## src/rtl/timer_regs_pkg.sv

```systemverilog
package timer_regs_pkg;
  localparam int unsigned REG_ADDR_W = 12;
  localparam logic [REG_ADDR_W-1:0] OFF_TIME_LO  = 12'h000;
  localparam logic [REG_ADDR_W-1:0] OFF_TIME_HI  = 12'h004;
  localparam logic [REG_ADDR_W-1:0] OFF_ALARM_LO = 12'h008;
  localparam logic [REG_ADDR_W-1:0] OFF_ALARM_HI = 12'h00C;
  localparam logic [REG_ADDR_W-1:0] OFF_CLEAR    = 12'h010;
  localparam logic [REG_ADDR_W-1:0] OFF_IRQ_EN   = 12'h014;

  typedef enum logic [2:0] {
    SEL_NONE, SEL_TIME_LO, SEL_TIME_HI, SEL_ALARM_LO,
    SEL_ALARM_HI, SEL_CLEAR, SEL_IRQ_EN
  } reg_sel_e;

  function automatic reg_sel_e decode_off(input logic [REG_ADDR_W-1:0] a);
    case (a)
      OFF_TIME_LO:  return SEL_TIME_LO;
      OFF_TIME_HI:  return SEL_TIME_HI;
      OFF_ALARM_LO: return SEL_ALARM_LO;
      OFF_ALARM_HI: return SEL_ALARM_HI;
      OFF_CLEAR:    return SEL_CLEAR;
      OFF_IRQ_EN:   return SEL_IRQ_EN;
      default:      return SEL_NONE;
    endcase
  endfunction
endpackage

```

## src/rtl/tmr_counter.sv

```systemverilog
module tmr_counter #(
  parameter int unsigned CNT_W = 64,
  parameter int unsigned STEP  = 1
) (
  input  logic             clk_i,
  input  logic             rst_ni,
  output logic [CNT_W-1:0] count_o
);
  localparam logic [CNT_W-1:0] StepV = CNT_W'(STEP);

  logic [CNT_W-1:0] count_q;

  always_ff @(posedge clk_i or negedge rst_ni) begin
    if (!rst_ni) count_q <= '0;
    else         count_q <= count_q + StepV;
  end

  assign count_o = count_q;

  // one step per edge
  a_r2_count_step: assert property (@(posedge clk_i) disable iff (!rst_ni)
    1'b1 |=> count_q == CNT_W'($past(count_q) + StepV));
endmodule

```

## src/rtl/tmr_snapshot.sv

```systemverilog
module tmr_snapshot #(
  parameter int unsigned HALF_W = 32
) (
  input  logic              clk_i,
  input  logic              rst_ni,
  input  logic              cap_i,
  input  logic [HALF_W-1:0] live_hi_i,
  output logic [HALF_W-1:0] hold_o
);
  logic [HALF_W-1:0] hold_q;

  always_ff @(posedge clk_i or negedge rst_ni) begin
    if (!rst_ni)    hold_q <= '0;
    else if (cap_i) hold_q <= live_hi_i;
  end

  assign hold_o = hold_q;

  // capture on low read
  a_r3_capture_hi: assert property (@(posedge clk_i) disable iff (!rst_ni)
    cap_i |=> hold_q == $past(live_hi_i));
  // holding register frozen between low reads
  a_r4_hold_stable: assert property (@(posedge clk_i) disable iff (!rst_ni)
    !cap_i |=> $stable(hold_q));
endmodule

```

## src/rtl/tmr_alarm.sv

```systemverilog
module tmr_alarm #(
  parameter int unsigned HALF_W = 32,
  localparam int unsigned CNT_W = 2 * HALF_W
) (
  input  logic              clk_i,
  input  logic              rst_ni,
  input  logic              stage_we_i,
  input  logic              commit_we_i,
  input  logic [HALF_W-1:0] wdata_i,
  input  logic [CNT_W-1:0]  count_i,
  output logic              hit_o
);
  logic [HALF_W-1:0] stage_q;
  logic [CNT_W-1:0]  alarm_q;
  logic              armed_q;
  logic              hit;

  assign hit = armed_q && (count_i >= alarm_q);

  always_ff @(posedge clk_i or negedge rst_ni) begin
    if (!rst_ni) begin
      stage_q <= '0;
      alarm_q <= '0;
      armed_q <= 1'b0;
    end else begin
      if (stage_we_i) stage_q <= wdata_i;
      if (commit_we_i) begin
        alarm_q <= {stage_q, wdata_i};
        armed_q <= 1'b1;
      end else if (hit) begin
        armed_q <= 1'b0;  // one event per arming
      end
    end
  end

  assign hit_o = hit;

  // low write commits and arms
  a_r6_commit_arms: assert property (@(posedge clk_i) disable iff (!rst_ni)
    commit_we_i |=> armed_q && alarm_q[HALF_W-1:0] == $past(wdata_i));
  // disarm only through a hit
  a_r6_disarm_on_hit: assert property (@(posedge clk_i) disable iff (!rst_ni)
    $fell(armed_q) |-> $past(hit));
  // staging write leaves armed state alone
  a_r5_stage_no_arm: assert property (@(posedge clk_i) disable iff (!rst_ni)
    (stage_we_i && !armed_q) |=> !armed_q);
endmodule

```

## src/rtl/tmr_irq.sv

```systemverilog
module tmr_irq (
  input  logic clk_i,
  input  logic rst_ni,
  input  logic hit_i,
  input  logic clr_i,
  input  logic en_we_i,
  input  logic en_d_i,
  output logic en_o,
  output logic irq_o
);
  logic pend_q;
  logic en_q;

  always_ff @(posedge clk_i or negedge rst_ni) begin
    if (!rst_ni) begin
      pend_q <= 1'b0;
      en_q   <= 1'b0;
    end else begin
      if (hit_i)      pend_q <= 1'b1;  // set wins over clear
      else if (clr_i) pend_q <= 1'b0;
      if (en_we_i) en_q <= en_d_i;
    end
  end

  assign en_o  = en_q;
  assign irq_o = pend_q & en_q;

  // every hit leaves the flag set
  a_r6_hit_sets: assert property (@(posedge clk_i) disable iff (!rst_ni)
    hit_i |=> pend_q);
  // flag sets only through a hit
  a_r10_rise_needs_hit: assert property (@(posedge clk_i) disable iff (!rst_ni)
    $rose(pend_q) |-> $past(hit_i));
  // clear without hit drops the flag
  a_r9_clear_drops: assert property (@(posedge clk_i) disable iff (!rst_ni)
    (clr_i && !hit_i) |=> !pend_q);
endmodule

```

## src/rtl/alarm_timer.sv

```systemverilog
module alarm_timer
  import timer_regs_pkg::*;
#(
  parameter int unsigned ADDR_W = REG_ADDR_W,
  parameter int unsigned DATA_W = 32,
  parameter int unsigned HALF_W = 32,
  parameter int unsigned STEP   = 1
) (
  input  logic              clk_i,
  input  logic              rst_ni,
  input  logic [ADDR_W-1:0] addr_i,
  input  logic              wr_en_i,
  input  logic [DATA_W-1:0] wdata_i,
  input  logic              rd_en_i,
  output logic [DATA_W-1:0] rdata_o,
  output logic              irq_o
);
  localparam int unsigned CNT_W = 2 * HALF_W;

  logic [CNT_W-1:0]  count;
  logic [HALF_W-1:0] hold_hi;
  logic              hit, en;
  reg_sel_e          sel;
  logic [DATA_W-1:0] rd_mux, rdata_q;

  assign sel = decode_off(REG_ADDR_W'(addr_i));

  tmr_counter #(.CNT_W(CNT_W), .STEP(STEP)) u_cnt (
    .clk_i, .rst_ni, .count_o(count)
  );

  tmr_snapshot #(.HALF_W(HALF_W)) u_snap (
    .clk_i, .rst_ni,
    .cap_i     (rd_en_i && sel == SEL_TIME_LO),
    .live_hi_i (count[CNT_W-1:HALF_W]),
    .hold_o    (hold_hi)
  );

  tmr_alarm #(.HALF_W(HALF_W)) u_alarm (
    .clk_i, .rst_ni,
    .stage_we_i  (wr_en_i && sel == SEL_ALARM_HI),
    .commit_we_i (wr_en_i && sel == SEL_ALARM_LO),
    .wdata_i     (wdata_i[HALF_W-1:0]),
    .count_i     (count),
    .hit_o       (hit)
  );

  tmr_irq u_irq (
    .clk_i, .rst_ni,
    .hit_i   (hit),
    .clr_i   (wr_en_i && sel == SEL_CLEAR && wdata_i[0]),
    .en_we_i (wr_en_i && sel == SEL_IRQ_EN),
    .en_d_i  (wdata_i[0]),
    .en_o    (en),
    .irq_o   (irq_o)
  );

  always_comb begin
    rd_mux = '0;
    case (sel)
      SEL_TIME_LO: rd_mux[HALF_W-1:0] = count[HALF_W-1:0];
      SEL_TIME_HI: rd_mux[HALF_W-1:0] = hold_hi;
      SEL_IRQ_EN:  rd_mux[0]          = en;
      default:     rd_mux             = '0;
    endcase
  end

  always_ff @(posedge clk_i or negedge rst_ni) begin
    if (!rst_ni)      rdata_q <= '0;
    else if (rd_en_i) rdata_q <= rd_mux;
  end

  assign rdata_o = rdata_q;

  // write-only and unmapped offsets read as zero
  a_r11_unmapped_zero: assert property (@(posedge clk_i) disable iff (!rst_ni)
    (rd_en_i && sel != SEL_TIME_LO && sel != SEL_TIME_HI && sel != SEL_IRQ_EN)
    |=> rdata_o == '0);
  // read data held between reads
  a_r3_rdata_hold: assert property (@(posedge clk_i) disable iff (!rst_ni)
    !rd_en_i |=> $stable(rdata_o));
endmodule

```

## config.mk

```make
export PLATFORM = sky130hd
export DESIGN_NAME = alarm_timer
export DESIGN_NICKNAME = d
export VERILOG_FILES = /design/src/rtl/timer_regs_pkg.sv /design/src/rtl/tmr_counter.sv /design/src/rtl/tmr_snapshot.sv /design/src/rtl/tmr_alarm.sv /design/src/rtl/tmr_irq.sv /design/src/rtl/alarm_timer.sv
export SDC_FILE = /design/constraint.sdc
export NUM_CORES = 1
export LEC_CHECK = 0
export CORE_MARGIN = 2
export CORE_UTILIZATION = 40
export DETAILED_ROUTE_END_ITERATION = 8
export DONT_BUFFER_PORTS = 1
export REMOVE_ABC_BUFFERS = 1
export SLEW_MARGIN = 25
export SYNTH_ARGS = -nofsm -noshare
export SYNTH_HDL_FRONTEND = slang
export SYNTH_SLANG_ARGS = --single-unit
```

## constraint.sdc

```tcl
create_clock -name clk_i -period 3.44 [get_ports clk_i]
set_input_delay 0.516 -clock clk_i [delete_from_list [all_inputs] [get_ports clk_i]]
set_output_delay 0.516 -clock clk_i [all_outputs]
set_load 0.02 [all_outputs]
```

# After elaboration in Yosys (flattened, before gate mapping)
# Index checks and enable logic that the tools add are counted.
# classes
div_mod_pow,0
bitwise,1
add_sub_neg,1
mux,7
n_eq_ne,11
multipliers,0
n_lt_le_gt_ge,1
reduce_logical,10
shift,0
# ops
cell,n
$add A64 B1 Y64 const B,1
$ge A64 B64 Y1,1
$pmux W31 S2,1
$eq A12 B4 Y1 const B,2
$eq A12 B5 Y1 const B,2
$pmux W3 S6,1
$eq A12 B3 Y1 const B,1
$logic_not A12 Y1,1
$eq A3 B3 Y1 const B,3
$logic_and A1 B1 Y1,7
$eq A3 B2 Y1 const B,2
$mux W1,4
$reduce_bool A2 Y1,2
$eq A3 B1 Y1 const B,1
$pmux W1 S3,1
$and A1 B1 Y1,1
# totals
rom_bits,0
ram_bits,0
word_cells,39
latch_bits,0
output_inout_bits,33
inputBits,48
reg_bits,227
memories,0

# Logic depth before layout (Yosys ltp)
# Gate-level depths: netlist (run 1).
# depth
ltp_word,7
ltp_mapped,9
ltp_nobuf,9

# By module
# A second synthesis (run 1) with hierarchy kept.
# unflattened
hier_cells,1041
hier_area_um2,11288.3
# modules_own_cells
module,instances,area_per_inst_um2,seq_area_each_um2,cells_per_inst
tmr_alarm,1,5079.9,2427.3,502
tmr_counter,1,2995.4,1601.5,273
alarm_timer,1,1785.5,800.8,192
tmr_snapshot,1,1345.0,800.8,68
tmr_irq,1,82.6,50.0,6

# Worst setup path after synthesis (run 1)
# No wires, ideal clock.
# synth_timing
kind,reg-to-reg
from,"register u_cnt.count_q[0], in the netlist u_cnt.count_o[0]"
to,register u_irq.pend_q
required_time_ps,3319
synth_period_minus_slack_ps,2277
setup_time_ps,121
stages_incl_launch_ff,10
path_slack_ps,1163
path_buffers,0
arrival_time_ps,2156
cell_sequence,dfrtp_1 inv_1 ha_1 nand2b_1 a2111oi_0 nor4b_1 a221o_1 o311ai_1 nand4_1 a22o_1
# synth_between
elab_chain_len,3
word_cells_on_any_way,4
classes_between,order compare: 1; mux: 1; reduce/logical: 2
# synth_lines
element,line_no,source
start: declaration,tmr_counter.sv:11,logic [CNT_W-1:0] count_q;
start signal: assignment,tmr_counter.sv:15,else count_q <= count_q + StepV;
$ge A64 B64 Y1 (*),tmr_alarm.sv:18,assign hit = armed_q && (count_i >= alarm_q);
$logic_and A1 B1 Y1 (*),tmr_alarm.sv:18,
$mux W1 or $reduce_bool A2 Y1 (tied branches),n/a,
end signal: assignment,tmr_irq.sv:16,pend_q <= 1'b0;
end signal: assignment,tmr_irq.sv:19,if (hit_i) pend_q <= 1'b1;
end signal: assignment,tmr_irq.sv:20,else if (clr_i) pend_q <= 1'b0;
end: declaration,tmr_irq.sv:11,logic pend_q;
# Mark *: on every way between the ends. The rest lies on a longest branch, timed or not.
# A chain may end at the register's enable or synchronous reset.

# Worst setup path in the final report (run 1)
# Ends and elaborated chain as after synthesis.

==> impl_metrics.tcl, run 1 <==
set metrics [dict create \
    ys_seq_area_frac 0.525 \
    numCtsBuffers 26 \
    io_pins 81 \
    synth_seq_cells 227 \
    async_reset_ff_frac 1.00 \
    first_iter_violations 409 \
    rsz0062_at_grt "no" \
    core_area_mm2 0.0267 \
    cts_tree "done" \
    via_per_inst 5.17 \
    die_h_um 168 \
    final_cell_mix "dfrtp_1, nand2_1, inv_1" \
    drv_cap 0 \
    syn-cell-area_mm2 0.0108 \
    syn_avg_cell_area_um2 11.1 \
    peakVddDrop_mv 0.282 \
    grt_max_degree 228 \
    clk_pin_slew_ns 0.06 \
    rr_worst_depth 9 \
    skew_ns 0.00789 \
    synth_cells 973 \
    maxSlewViolCount 0 \
    r2r_end "u_irq.pend_q" \
    antenna_found_initial 0 \
    worstSetupStartpointType "flip-flop" \
    cts_sinks 227 \
    syn2layout_area_growth_pct 12.2 \
    h-tree-depth 1 \
    die_area_mm2 0.0284 \
    leakagePower_nw 6.07 \
    drtAntennaViolNets 0 \
    post_cts_buffers 0 \
    finalCritPeriodShare 0.752 \
    r2r_slack_ns 0.85 \
    setup_violations 0 \
    path_cells "inv_1, ha_1, nand2b_1, a2111oi_0, nor4b_1, a221o_1, o311ai_1, nand4_1, a22o_1" \
    antenna_cells 0 \
    path_buf_inv 1 \
    max_freq_ghz 0.387 \
    failed_checks "negative hold slack" \
    portBuffers 0 \
    ctsLongestPathBuffers 3 \
    fin_nets 1088 \
    worstSetupPathType "flip-flop to flip-flop" \
    critPathRequiredTime_ns 3.85 \
    post_drt_wl_per_cell_um 18.3 \
    yosys.area_share.adder 0.0752 \
    critPathMaxStageDelay_ns 0.46 \
    grtUsageTotal 0.175 \
    status "finished with violations" \
    tightestPinTransition_ns 0.695 \
    min_path_type "input port to async pin" \
    synthSimpleGateAreaFrac 0.123 \
    cp-end-kind "flip-flop" \
    start_util 0.404 \
    dp_hpwl_mm 16.2 \
    grt_first_pass_wirelength_mm 39.4 \
    drt_pre_antenna_iters 5 \
    ys.flop_type "dfrtp_1" \
    overflow 0 \
    slowest_stage "a2111oi_0" \
    nFillCells 2468 \
    grt_pass1_vias 7019 \
    gp_congestion 0.793 \
    synth_edf_count 0 \
    root_buffer "clkbuf_16" \
    crit_arrival_ns 2.99 \
    crit_path_max_fanout 5 \
    synth_mux_area_frac 0.0985 \
    layout_commonest_cell "dfrtp_1" \
    hold_violations 227 \
    synth_top_family_by_area "simple AND/OR/NAND/NOR gates" \
    crit_family "compound AO/OA/AOI/OAI gates" \
    vias 6900 \
    finalWirelength_mm 24.4 \
    drive_above_1_share 0.145 \
    r2r_start "u_cnt.count_o[0]" \
    drt_drc_violations_left 0 \
    die_w_um 168 \
    p_total_mw 5.82 \
    synth-compound-area-share 0.0769 \
    power_density_mw_per_mm2 479 \
    synth_xor_area_frac 0.0502 \
    maxSlewHeadroom 0.533 \
    clk_latency_ns 0.52 \
    period_minus_slack_ns 2.59 \
    cts_resized 0 \
    synth_warnings 0 \
    whs_ns -0.305 \
    synth.distinct_cells 58 \
    fp-row-count 60 \
]
-- kinds of logic after synthesis --
kind of cell             count (synthesis)
adder cells (fa/ha/maj)                 65
buffers and inverters                  134
AND/OR/NAND/NOR                        241
multiplexers                            98
XOR/XNOR                                62
flip-flops                             227
AO/OA/AOI/OAI                          146
-- how the worst max path moves through the flow --
| stage | startpoint | endpoint | cells past startpoint |
|---|---|---|---|
| global route | u_cnt.count_o[0] | u_irq.pend_q | 9 |
| global placement | addr_i[10] | u_alarm.stage_q[11] | 7 |
| floorplan | addr_i[10] | u_alarm.alarm_q[0] | 6 |
| CTS | u_cnt.count_o[0] | u_irq.pend_q | 9 |
| finish | u_cnt.count_o[0] | u_irq.pend_q | 9 |
| detailed placement | u_cnt.count_o[0] | u_irq.pend_q | 9 |
-- per-layer routing --
metal / up-vias / part of all wire / GRT usage / routed length (um)
li1: 3352 / - / - / -
met1: 3386 / 0.48 / 0.255 / 11800
met2: 132 / 0.44 / 0.266 / 10700
met3: 30 / 0.059 / 0.0395 / 1440
met4: 0 / 0.019 / 0.0435 / 463
met5: - / 0 / 0 / 0
-- cell type report --
class                   count  area [um2]  area share
repair buffers              7        65.1     0.00536
clock buffers              35         766      0.0631
multi-input cells         612        4600       0.379
flip-flops and latches    227        5680       0.468
clock inverters            12         215      0.0177
inverters                 101         379      0.0312
well taps                 341         427      0.0352
-- cell usage after synthesis, types with 25 or more instances --
master   instances  share of area
dfrtp_1        227           0.53
nand2_1        104          0.036
inv_1          101          0.035
o21ai_0         72          0.033
mux2_2          67          0.070
ha_1            65          0.075
xnor2_1         40          0.032
mux2i_1         31          0.029
o22ai_1         31          0.018
nor2_1          28         0.0097
nand3_1         27          0.013
nand4_1         25          0.014
-- power by group --
group	switching [mW]	internal (mW)	leakage (nW)
clock network	1.11	2.00	0.479
logic	0.0102	0.0166	2.77
registers	0.00238	2.68	2.83
-- registers in the layout (all words and copies together), names as in the netlist --
name / flops
u_snap.hold_o: 32
u_alarm.armed_q: 1
u_irq.pend_q: 1
u_alarm.stage_q: 32
u_alarm.alarm_q: 64
rdata_o: 32
u_cnt.count_o: 64
u_irq.en_o: 1
-- metrics by stage --
step / util / instance area, um2 / cells / setup TNS, ns / setup WS, ns
2_1_floorplan: - / 10600 / 940 / -173.04 / -2.88
3_3_place_gp: 0.417 / 11200 / 1288 / 0 / 0.913
3_5_place_dp: 0.417 / 11200 / 1288 / 0 / 0.845
4_1_cts: 0.454 / 12100 / 1335 / 0 / 0.826
5_1_grt: 0.454 / 12100 / 1335 / 0 / 0.695
6_report: 0.454 / 12100 / 1335 / 0 / 0.853
Note: power is estimated with default switching activity, not from simulation.
==> inputs of run 2 (changes only) <==
--- a/config.mk
+++ b/config.mk
@@ -5,6 +5,7 @@
 export SDC_FILE = /design/constraint.sdc
 export NUM_CORES = 1
 export LEC_CHECK = 0
+export ABC_AREA = 1
 export CORE_MARGIN = 2
 export CORE_UTILIZATION = 40
 export DETAILED_ROUTE_END_ITERATION = 8
==> constraint.sdc (replaced) <==
create_clock -name clk_i -period 2.2 [get_ports clk_i]
set_input_delay 0.33 -clock clk_i [delete_from_list [all_inputs] [get_ports clk_i]]
set_output_delay 0.33 -clock clk_i [all_outputs]
set_load 0.02 [all_outputs]
==> impl_metrics.tcl, run 2 <==
set metrics [dict create \
    die_area_mm2 0.0308 \
    stdcell_area_mm2 0.0137 \
    yosys.area_share.adder 0.0691 \
    whs_ns -0.501 \
    synth_mux_area_frac 0 \
    r2r_end "u_cnt.count_o[58]" \
    ys_seq_area_frac 0.483 \
    core_area_mm2 0.0289 \
    post_drt_wl_per_cell_um 17.4 \
    syn_avg_cell_area_um2 8.62 \
    portBuffers 0 \
    nFillCells 2801 \
    drt_pre_antenna_iters 5 \
    synth_cells 1365 \
    die_h_um 175 \
    path_cells "ha_1, nand3_2, inv_2, nand2_4, nor2_4, nand3_4, inv_2, nand4_4, nor2_4, nand2_1, xor2_1" \
    cp-end-kind "flip-flop" \
    root_buffer "clkbuf_16" \
    worstSetupPathType "flip-flop to flip-flop" \
    rr_worst_depth 11 \
    leakagePower_nw 6.75 \
    status "finished with violations" \
    synth.distinct_cells 40 \
    post_cts_buffers 0 \
    dp_hpwl_mm 23.8 \
    synth-compound-area-share 0.0906 \
    path_buf_inv 2 \
    peakVddDrop_mv 0.550 \
    worstSetupStartpointType "flip-flop" \
    tightestPinTransition_ns 0.517 \
    period_minus_slack_ns 2.06 \
    vias 9244 \
    grt_pass1_vias 9190 \
    cts_tree "done" \
    drtAntennaViolNets 0 \
    die_w_um 175 \
    crit_family "simple AND/OR/NAND/NOR gates" \
    max_freq_ghz 0.485 \
    rsz0062_at_grt "no" \
    clk_latency_ns 0.54 \
    io_pins 81 \
    syn-cell-area_mm2 0.0118 \
    min_path_type "input port to async pin" \
    grt_max_degree 228 \
    synth_top_family_by_area "simple AND/OR/NAND/NOR gates" \
    ctsLongestPathBuffers 3 \
    clk_pin_slew_ns 0.06 \
    start_util 0.408 \
    ctsHoldBuffers 35 \
    synthSimpleGateAreaFrac 0.236 \
    finalCritPeriodShare 0.937 \
    antenna_found_initial 0 \
    placed_cell_area_mm2 0.0124 \
    synth_warnings 0 \
    grtUsageTotal 0.210 \
    place_ws_ns -0.0326 \
    ys.flop_type "dfrtp_1" \
    maxSlewHeadroom 0.656 \
    fin_nets 1539 \
    ys_top_cells_by_count "nand2_1, dfrtp_1, inv_1" \
    async_reset_ff_frac 1.00 \
    synth_edf_count 0 \
    antenna_cells 0 \
    power_density_mw_per_mm2 654 \
    drive_above_1_share 0.112 \
    skew_ns 0.0154 \
    synth.most_common_cell "nand2_1" \
    r2r_start "u_cnt.count_o[0]" \
    via_per_inst 5.05 \
    synth_seq_cells 227 \
    critPathRequiredTime_ns 2.61 \
    cts_sinks 227 \
    setup_violations 0 \
    fp-row-count 62 \
    syn2layout_area_growth_pct 16.4 \
    synth.top_cell.area_share 0.483 \
    drt_drc_violations_left 0 \
    numCtsBuffers 26 \
    h-tree-depth 1 \
    failed_checks "negative hold slack" \
    layout_commonest_cell "nand2_1" \
    slowest_stage "dfrtp_2" \
    first_iter_violations 685 \
    gp_congestion 0.969 \
    synthTopCellsByArea "dfrtp_1, nand2_1, ha_1" \
    grt_first_pass_wirelength_mm 51.1 \
    synth.largest_area_cell "dfrtp_1" \
    critPathMaxStageDelay_ns 0.43 \
    r2r_slack_ns 0.14 \
    drv_cap 0 \
    final_cell_mix "nand2_1, dfrtp_1, inv_1" \
    synth_xor_area_frac 0.0454 \
    crit_path_max_fanout 6 \
    overflow 0 \
    fin_ws_ns 0.138 \
    tns_ns 0 \
    maxSlewViolCount 0 \
    crit_arrival_ns 2.47 \
    hold_violations 227 \
    finalWirelength_mm 31.9 \
]
-- run 2: worst max-delay path by stage --
stage	startpoint	to	slack, ns	cells past startpoint
2_1_floorplan	addr_i[1]	rdata_o[10]	-0.61	9
3_3_place_gp	u_cnt.count_o[0]	u_cnt.count_o[58]	-0.05	11
3_5_place_dp	u_cnt.count_o[0]	u_cnt.count_o[58]	-0.03	11
4_1_cts	u_cnt.count_o[0]	u_cnt.count_o[58]	0.02	11
5_1_grt	u_cnt.count_o[0]	u_cnt.count_o[58]	0.004	11
6_report	u_cnt.count_o[0]	u_cnt.count_o[58]	0.14	11
-- run 2: timing repair --
action | in CTS | in global routing
endpoints found under the setup margin | 1 | 2
resized for setup | 2 | 2
endpoints found under the hold margin | 321 | 227
-- run 2: routing by layer --
metal | share of wire | vias up | track usage
met5 | 0 | - | 0
met4 | 0.024 | 0 | 0.0606
met3 | 0.061 | 52 | 0.0323
met2 | 0.43 | 281 | 0.322
met1 | 0.48 | 4380 | 0.309
li1 | - | 4531 | -
-- run 2: logic make-up after synthesis --
family | after synthesis
compound gates | 181
xor+xnor | 61
fa+ha+maj | 65
buf+inv | 225
flops | 227
simple gates | 606
-- run 2: metrics by stage --
stage                util  total power, mW  cells
floorplan               -             4.30   1327
global placement    0.429             4.32   1747
detailed placement  0.429             4.32   1747
CTS                 0.474             9.06   1829
global route        0.474             9.23   1829
finish              0.474             8.96   1829
-- run 2: power breakdown --
part           leakage (nW)  internal (mW)  switching, mW
registers              2.97           4.18        0.00312
clock network         0.461           2.87           1.78
logic                  3.31         0.0607         0.0639
total                  6.75           7.11           1.85
-- run 2: cell type report --
cell class	count	area (um2)	share of cell area
Inverter	187	702	0.0513
Clock buffer	35	754	0.0551
Multi-Input combinational cell	913	5220	0.381
Sequential cell	227	5680	0.415
Timing Repair Buffer	71	681	0.0497
Clock inverter	12	178	0.0130
Tap cell	384	480	0.0351
